==> src/rtl/cg_tx_pkg.sv <==
package cg_tx_pkg;
  localparam int CG_W = 8;

  localparam logic [CG_W-1:0] CG_COMMA = 8'hBC;  // K28.5
  localparam logic [CG_W-1:0] CG_IDLE2 = 8'h50;  // D16.2
  localparam logic [CG_W-1:0] CG_SOP   = 8'hFB;  // K27.7
  localparam logic [CG_W-1:0] CG_EOT   = 8'hFD;  // K29.7
  localparam logic [CG_W-1:0] CG_EXT   = 8'hF7;  // K23.7
  localparam logic [CG_W-1:0] CG_ERR   = 8'hFE;  // K30.7
  localparam logic [CG_W-1:0] CG_CFG1  = 8'hB5;  // D21.5
  localparam logic [CG_W-1:0] CG_CFG2  = 8'h42;  // D2.2

  typedef enum logic [2:0] {
    ST_GAP, ST_FRAME, ST_TERM, ST_PAD, ST_CONF
  } tx_state_e;

  typedef enum logic [2:0] {
    SEL_IDL1, SEL_IDL2, SEL_SOP, SEL_DAT, SEL_BAD, SEL_EOT, SEL_EXT, SEL_CFG
  } sel_e;
endpackage

==> src/rtl/cg_tx_ctrl.sv <==
module cg_tx_ctrl
  import cg_tx_pkg::*;
#(
  parameter int CFG_LANES = 2,
  localparam int OS_LEN = 2 + CFG_LANES,
  localparam int SUB_W  = $clog2(OS_LEN)
) (
  input  logic             clk,
  input  logic             rst_n,
  input  logic             soft_rst,
  input  logic             gmii_en,
  input  logic             gmii_er,
  input  logic             an_xmit,
  output sel_e             sel,
  output logic [SUB_W-1:0] cfg_sub,
  output logic             cfg_second
);
  tx_state_e        state_q, state_n;
  logic             odd_q, odd_n;
  logic [SUB_W-1:0] sub_q, sub_n;
  logic             sec_q, sec_n;

  always_comb begin
    state_n = state_q;
    odd_n   = ~odd_q;
    sub_n   = sub_q;
    sec_n   = sec_q;
    sel     = odd_q ? SEL_IDL2 : SEL_IDL1;
    case (state_q)
      ST_GAP: begin
        if (!odd_q && an_xmit) begin
          sel     = SEL_CFG;
          state_n = ST_CONF;
          sub_n   = SUB_W'(1);
          sec_n   = 1'b0;
        end else if (!odd_q && gmii_en) begin
          sel     = SEL_SOP;
          state_n = ST_FRAME;
        end
      end
      ST_FRAME: begin
        if (gmii_en) begin
          sel = gmii_er ? SEL_BAD : SEL_DAT;
        end else begin
          sel     = SEL_EOT;
          state_n = ST_TERM;
        end
      end
      ST_TERM: begin
        sel     = SEL_EXT;
        state_n = odd_q ? ST_GAP : ST_PAD;
      end
      ST_PAD: begin
        sel     = SEL_EXT;
        state_n = ST_GAP;
      end
      ST_CONF: begin
        sel = SEL_CFG;
        if (sub_q == SUB_W'(OS_LEN - 1)) begin
          sub_n = '0;
          sec_n = ~sec_q;
          if (!an_xmit) begin
            state_n = ST_GAP;
            sec_n   = 1'b0;
          end
        end else begin
          sub_n = sub_q + SUB_W'(1);
        end
      end
      default: state_n = ST_GAP;
    endcase
  end

  always_ff @(posedge clk or negedge rst_n) begin
    if (!rst_n) begin
      state_q <= ST_GAP;
      odd_q   <= 1'b1;
      sub_q   <= '0;
      sec_q   <= 1'b0;
    end else if (soft_rst) begin
      state_q <= ST_GAP;
      odd_q   <= 1'b1;
      sub_q   <= '0;
      sec_q   <= 1'b0;
    end else begin
      state_q <= state_n;
      odd_q   <= odd_n;
      sub_q   <= sub_n;
      sec_q   <= sec_n;
    end
  end

  assign cfg_sub    = sub_q;
  assign cfg_second = sec_q;


  pad_odd_chk: assert property (@(posedge clk) disable iff (!rst_n)
    (state_q == ST_PAD) |-> odd_q);


  conf_align_chk: assert property (@(posedge clk) disable iff (!rst_n)
    (state_q == ST_CONF) |-> (sub_q[0] == odd_q));
endmodule

==> src/rtl/cg_code_map.sv <==
module cg_code_map
  import cg_tx_pkg::*;
#(
  parameter int CFG_LANES = 2,
  parameter int SUB_W = 2,
  localparam int CFG_W = CFG_LANES * CG_W
) (
  input  sel_e             sel,
  input  logic [CG_W-1:0]  gmii_d,
  input  logic [CFG_W-1:0] cfg_word,
  input  logic [SUB_W-1:0] cfg_sub,
  input  logic             cfg_second,
  output logic [CG_W-1:0]  code,
  output logic             is_k,
  output logic             want_fix
);
  logic [CG_W-1:0] lane [CFG_LANES];

  for (genvar g = 0; g < CFG_LANES; g++) begin : g_lane
    assign lane[g] = cfg_word[g*CG_W +: CG_W];
  end

  logic [CG_W-1:0] cfg_code;
  logic            cfg_k;

  always_comb begin
    cfg_code = CG_COMMA;
    cfg_k    = 1'b1;
    if (cfg_sub == SUB_W'(1)) begin
      cfg_code = cfg_second ? CG_CFG2 : CG_CFG1;
      cfg_k    = 1'b0;
    end
    for (int i = 0; i < CFG_LANES; i++) begin
      if (cfg_sub == SUB_W'(i + 2)) begin
        cfg_code = lane[i];
        cfg_k    = 1'b0;
      end
    end
  end

  always_comb begin
    want_fix = 1'b0;
    case (sel)
      SEL_IDL1: begin code = CG_COMMA; is_k = 1'b1; want_fix = 1'b1; end
      SEL_IDL2: begin code = CG_IDLE2; is_k = 1'b0; want_fix = 1'b1; end
      SEL_SOP:  begin code = CG_SOP;   is_k = 1'b1; end
      SEL_DAT:  begin code = gmii_d;   is_k = 1'b0; end
      SEL_BAD:  begin code = CG_ERR;   is_k = 1'b1; end
      SEL_EOT:  begin code = CG_EOT;   is_k = 1'b1; end
      SEL_EXT:  begin code = CG_EXT;   is_k = 1'b1; end
      SEL_CFG:  begin code = cfg_code; is_k = cfg_k; end
      default:  begin code = CG_COMMA; is_k = 1'b1; end
    endcase
  end
endmodule

==> src/rtl/cg_tx_encap.sv <==
module cg_tx_encap
  import cg_tx_pkg::*;
#(
  parameter int CFG_W = 16,
  localparam int CFG_LANES = CFG_W / CG_W,
  localparam int OS_LEN = 2 + CFG_LANES,
  localparam int SUB_W = $clog2(OS_LEN)
) (
  input  logic             clk,
  input  logic             rst_n,
  input  logic             soft_rst,
  input  logic             an_xmit,
  input  logic [CFG_W-1:0] cfg_word,
  input  logic [CG_W-1:0]  gmii_d,
  input  logic             gmii_en,
  input  logic             gmii_er,
  output logic [CG_W-1:0]  cg_data,
  output logic             cg_k,
  output logic             fix_disp
);
  logic [1:0] rs_q;
  logic       rst_sync_n;

  always_ff @(posedge clk or negedge rst_n) begin
    if (!rst_n) rs_q <= 2'b00;
    else        rs_q <= {rs_q[0], 1'b1};
  end
  assign rst_sync_n = rs_q[1];

  sel_e             sel;
  logic [SUB_W-1:0] cfg_sub;
  logic             cfg_second;
  logic [CG_W-1:0]  code;
  logic             is_k, want_fix;

  cg_tx_ctrl #(.CFG_LANES(CFG_LANES)) i_ctrl (
    .clk(clk), .rst_n(rst_sync_n), .soft_rst(soft_rst),
    .gmii_en(gmii_en), .gmii_er(gmii_er), .an_xmit(an_xmit),
    .sel(sel), .cfg_sub(cfg_sub), .cfg_second(cfg_second)
  );

  cg_code_map #(.CFG_LANES(CFG_LANES), .SUB_W(SUB_W)) i_map (
    .sel(sel), .gmii_d(gmii_d), .cfg_word(cfg_word[CFG_LANES*CG_W-1:0]),
    .cfg_sub(cfg_sub), .cfg_second(cfg_second),
    .code(code), .is_k(is_k), .want_fix(want_fix)
  );

  always_ff @(posedge clk or negedge rst_sync_n) begin
    if (!rst_sync_n) begin
      cg_data  <= CG_COMMA;
      cg_k     <= 1'b1;
      fix_disp <= 1'b1;
    end else if (soft_rst) begin
      cg_data  <= CG_COMMA;
      cg_k     <= 1'b1;
      fix_disp <= 1'b1;
    end else begin
      cg_data  <= code;
      cg_k     <= is_k;
      fix_disp <= want_fix;
    end
  end


  term_then_ext_chk: assert property (@(posedge clk) disable iff (!rst_sync_n || soft_rst)
    (cg_k && cg_data == CG_EOT) |=> (cg_k && cg_data == CG_EXT));


  fix_idle_chk: assert property (@(posedge clk) disable iff (!rst_sync_n)
    fix_disp |-> ((cg_k && cg_data == CG_COMMA) || (!cg_k && cg_data == CG_IDLE2)));


  sop_follow_chk: assert property (@(posedge clk) disable iff (!rst_sync_n || soft_rst)
    (cg_k && cg_data == CG_SOP) |=> (!cg_k || cg_data == CG_ERR || cg_data == CG_EOT));


  soft_rst_chk: assert property (@(posedge clk) disable iff (!rst_sync_n)
    $past(soft_rst) |-> (cg_k && fix_disp && cg_data == CG_COMMA));
endmodule

==> config.mk <==
export PLATFORM = sky130hd
export DESIGN_NAME = cg_tx_encap
export DESIGN_NICKNAME = d
export VERILOG_FILES = /design/src/rtl/cg_tx_pkg.sv /design/src/rtl/cg_tx_ctrl.sv /design/src/rtl/cg_code_map.sv /design/src/rtl/cg_tx_encap.sv
export SDC_FILE = /design/constraint.sdc
export NUM_CORES = 1
export LEC_CHECK = 0
export ABC_AREA = 1
export BUFFER_PORTS_ARGS = -buffer_cell sky130_fd_sc_hd__buf_4
export CAP_MARGIN = 20
export CELL_PAD_IN_SITES_DETAIL_PLACEMENT = 1
export CELL_PAD_IN_SITES_GLOBAL_PLACEMENT = 1
export CORE_MARGIN = 10
export CORE_UTILIZATION = 36
export CTS_BUF_LIST = sky130_fd_sc_hd__clkbuf_16
export CTS_CLUSTER_SIZE = 16
export DETAILED_ROUTE_END_ITERATION = 10
export PLACE_DENSITY = 0.84
export SYNTH_ARGS = -nofsm -noshare
export SYNTH_HDL_FRONTEND = slang
export SYNTH_SLANG_ARGS = --single-unit
export TNS_END_PERCENT = 10
==> constraint.sdc <==
create_clock -name clk -period 0.9 [get_ports clk]
set_clock_uncertainty 0.2 [all_clocks]
set_input_delay 0.09 -clock clk [delete_from_list [all_inputs] [get_ports clk]]
set_output_delay 0.09 -clock clk [all_outputs]
set_load 0.1 [all_outputs]
==> metrics.cfg <==
[status]
status=finished with violations
failed_checks=hold timing, setup timing

[timing]
hold_viol_final=7
fin_crit_ns=1.98
drv_slew=0
setup_viol=27
hold_ws_ns=-0.153
timing.final.crit_share_pct=220
rsz0062_at_grt=yes
fin_ws_ns=-1.08
fmax_mhz=504

[synth]
synth_edf_count=0
yosysSeqAreaShare_pct=37.2
yosysTopAreaCell=dfrtp_1
syn_area_per_cell_um2=7.41
synth_fp_nets=210
yosysMostFrequentCell=nand2_1
synth_seq_cells=19
synth_common_cells=36 x nand2_1, 23 x nand3_1, 20 x nor2_1
syn_area_um2=1310
yosys_warnings=0
async_reset_ff_share_pct=100
ys.flop_type=dfrtp_1
synth_top_area_share_pct=21.1
netlist_instances=176
ys_types=27
synthTopCellsByArea=dfrtp_1 21%, dfstp_2 16%, nand2_1 10%, nand3_1 8.8%, o21ai_0 6.5%

[critical_path]
start_kind=register
worstPathMaxFanout=6
worstPathCellList=inv_2, nand2_2, nand2_1, nand2_2, nand3_4, nand2_4, nor2_1, nor2_1, nor2_1, nor2_1
crit_path_end_kind=register
cpPeakStageDelay_ns=0.57
cp.arrival_ns=1.94
crit_top_cell=nor2_1
cp.required_ns=0.86
crit_slowest_cell=dfstp_2
regToRegSetupSlack_ns=-1.08
worstSetupPathType=register to register

[power]
combPwrFrac_pct=68.3
pwr-share-seq_pct=18.9
swShare_pct=52.5
powerDensity_nw_per_um2=3200
clockPowerShare_pct=12.8
switchingPower_w=0.00408
p_int_w=0.00370
vdd_drop_max_v=0.00210
p_leak_nw=1.16

[global_route]
track_usage_pct=22.2
grt_pass1_vias=1966
grt_max_degree=18
grt-ovfl-total=0
antenna_found_initial=0
grt_pass1_wl_um=10900

[placement]
hpwlAfterDp_um=4100
io_buffers=39
post_dp_cell_area_um2=1940
dp_cells=290
place.gp.congestion=0.937
dp_slack_ns=-0.824

[drt]
ant_nets=0
met3WireLength_um=689
wl_met2_um=4520
wl_um=8870
drt_iter0_drc=261
via_count=1889
routedWlPerCell_um=28.7
drt_drc_violations_left=0
met1_length_um=3110
firstDrtPassIters=7
top_layer_used=met4
viasPerCell=6.11

[clock_network]
htreeDepth=1
numClockSinks=19
cts_tree=done
clockBufferDepth=2
cts-hold-fix-buffers=1
clk_latency_ns=0.27
root_buffer=clkbuf_16
clk_pin_slew_ns=0.07
cts_made_buffers=3

[finish]
area_delta_synth_final_pct=86.2
final_cell_count_no_fill=309
nets=298
final_core_util_pct=71.1
final_area_um2=2430
drive_gt1_share_pct=61.2
fillers=384
num_antenna_cells=0

[floorplan]
fp.dieW_um=80.2
die_h_um=80.2
start_util_pct=38.2
coreArea_um2=3420
fp-row-count=21
ios=40
die_area_um2=6430

[worst_hold_path]
min_path_type=input port to register

[job]
cap_violations=0

==> routing by layer <==
layer | global-route usage, % | vias up
met5 | 0 | -
met4 | 10.7 | 0
met3 | 6.46 | 53
met2 | 38.1 | 150
met1 | 24.3 | 928
li1 | - | 758
==> state kept, by name, indices dropped and copies added (netlist names) <==
| signal | cells |
|---|---|
| i_ctrl.cfg_second | 1 |
| cg_data | 8 |
| fix_disp | 1 |
| cg_k | 1 |
| i_ctrl.odd_q | 1 |
| rs_q | 2 |
| i_ctrl.state_q | 3 |
| i_ctrl.cfg_sub | 2 |
==> power by group through the flow <==
stage | logic (W) | registers (W) | clock network (W)
after global placement | 0.00349 | 0.00131 | 0
after detailed placement | 0.00358 | 0.00133 | 0
after CTS | 0.00436 | 0.00143 | 0.000922
final | 0.00532 | 0.00147 | 0.000995
after global routing | 0.00546 | 0.00149 | 0.00102
after floorplan | 0.00122 | 0.00266 | 0
==> metrics by stage <==
| step | setup TNS (ns) | total power, W | hold WS (ns) |
|---|---|---|---|
| after floorplan | -11.34 | 0.00388 | -0.406 |
| after global placement | -12.00 | 0.00480 | -0.328 |
| after detailed placement | -13.24 | 0.00491 | -0.322 |
| after CTS | -15.51 | 0.00671 | -0.147 |
| after global routing | -19.46 | 0.00797 | -0.145 |
| final | -18.45 | 0.00778 | -0.153 |
==> cell type report <==
type                    count  area, um2  area share (%)
well taps                  46       57.6            2.37
clock inverters             1       3.75           0.154
clock buffers               3       75.1            3.09
multi-input cells         137        947            39.0
flip-flops and latches     19        489            20.1
inverters                  18       72.6            2.99
repair buffers             85        785            32.3
==> worst paths after layout <==
path / startpoint / endpoint / depth (start not counted)
max in group asynchronous: rs_q[1]$_DFF_PN0_ / i_ctrl.odd_q$_DFF_PN1_ / 1
worst max-delay path: i_ctrl.odd_q$_DFF_PN1_ / cg_data[6]$_DFF_PN0_ / 10
worst max register to register: i_ctrl.odd_q$_DFF_PN1_ / cg_data[6]$_DFF_PN0_ / 10
min in group asynchronous: rst_n / rs_q[0]$_DFF_PN0_ / 2
worst min-delay path: gmii_d[2] / cg_data[2]$_DFF_PN1_ / 3
worst min register to register: rs_q[1]$_DFF_PN0_ / cg_data[0]$_DFF_PN0_ / 1
==> placed cells by master (no fill, tap or decap), types with 3 or more instances in the layout <==
| cell type | n |
|---|---|
| clkbuf_16 | 3 |
| dfrtp_2 | 3 |
| nand3_2 | 11 |
| o21ai_2 | 3 |
| nor2_2 | 7 |
| nor2_4 | 5 |
| a21oi_2 | 4 |
| o21ai_0 | 6 |
| nand3_1 | 11 |
| a21oi_1 | 5 |
| inv_1 | 10 |
| nand2_1 | 29 |
| nand2_2 | 8 |
| nor2_1 | 14 |
| nand3_4 | 5 |
| inv_2 | 8 |
| dfrtp_1 | 8 |
| dfstp_2 | 8 |
| o21ai_1 | 8 |
| buf_12 | 10 |
| buf_4 | 71 |
| nand2_4 | 4 |
==> logic make-up after synthesis <==
kind of cell	count (synthesis)	synth area share [%]
buffers and inverters	20	6.33
DFF	19	37.2
and+or+nand+nor	100	39.2
AOI/OAI and AO/OA	32	13.1
other	1	0.287
adders and majority gates	4	3.84
==> critical path, delay by kind of cell, from the launching register on <==
kind                   cells  cell delay, ns
buffers and inverters      1            0.10
DFF                        1            0.57
and+or+nand+nor            9            1.02
==> timing repair <==
action / CTS / global route
gates resized for setup: 57 / 24
endpoints found under the hold margin: 7 / 7
buffers inserted: 4 / 10
pin swaps: 18 / 11
cloned: 0 / 0
setup endpoints to repair: 27 / 27
(Power assumes the default switching activity.)
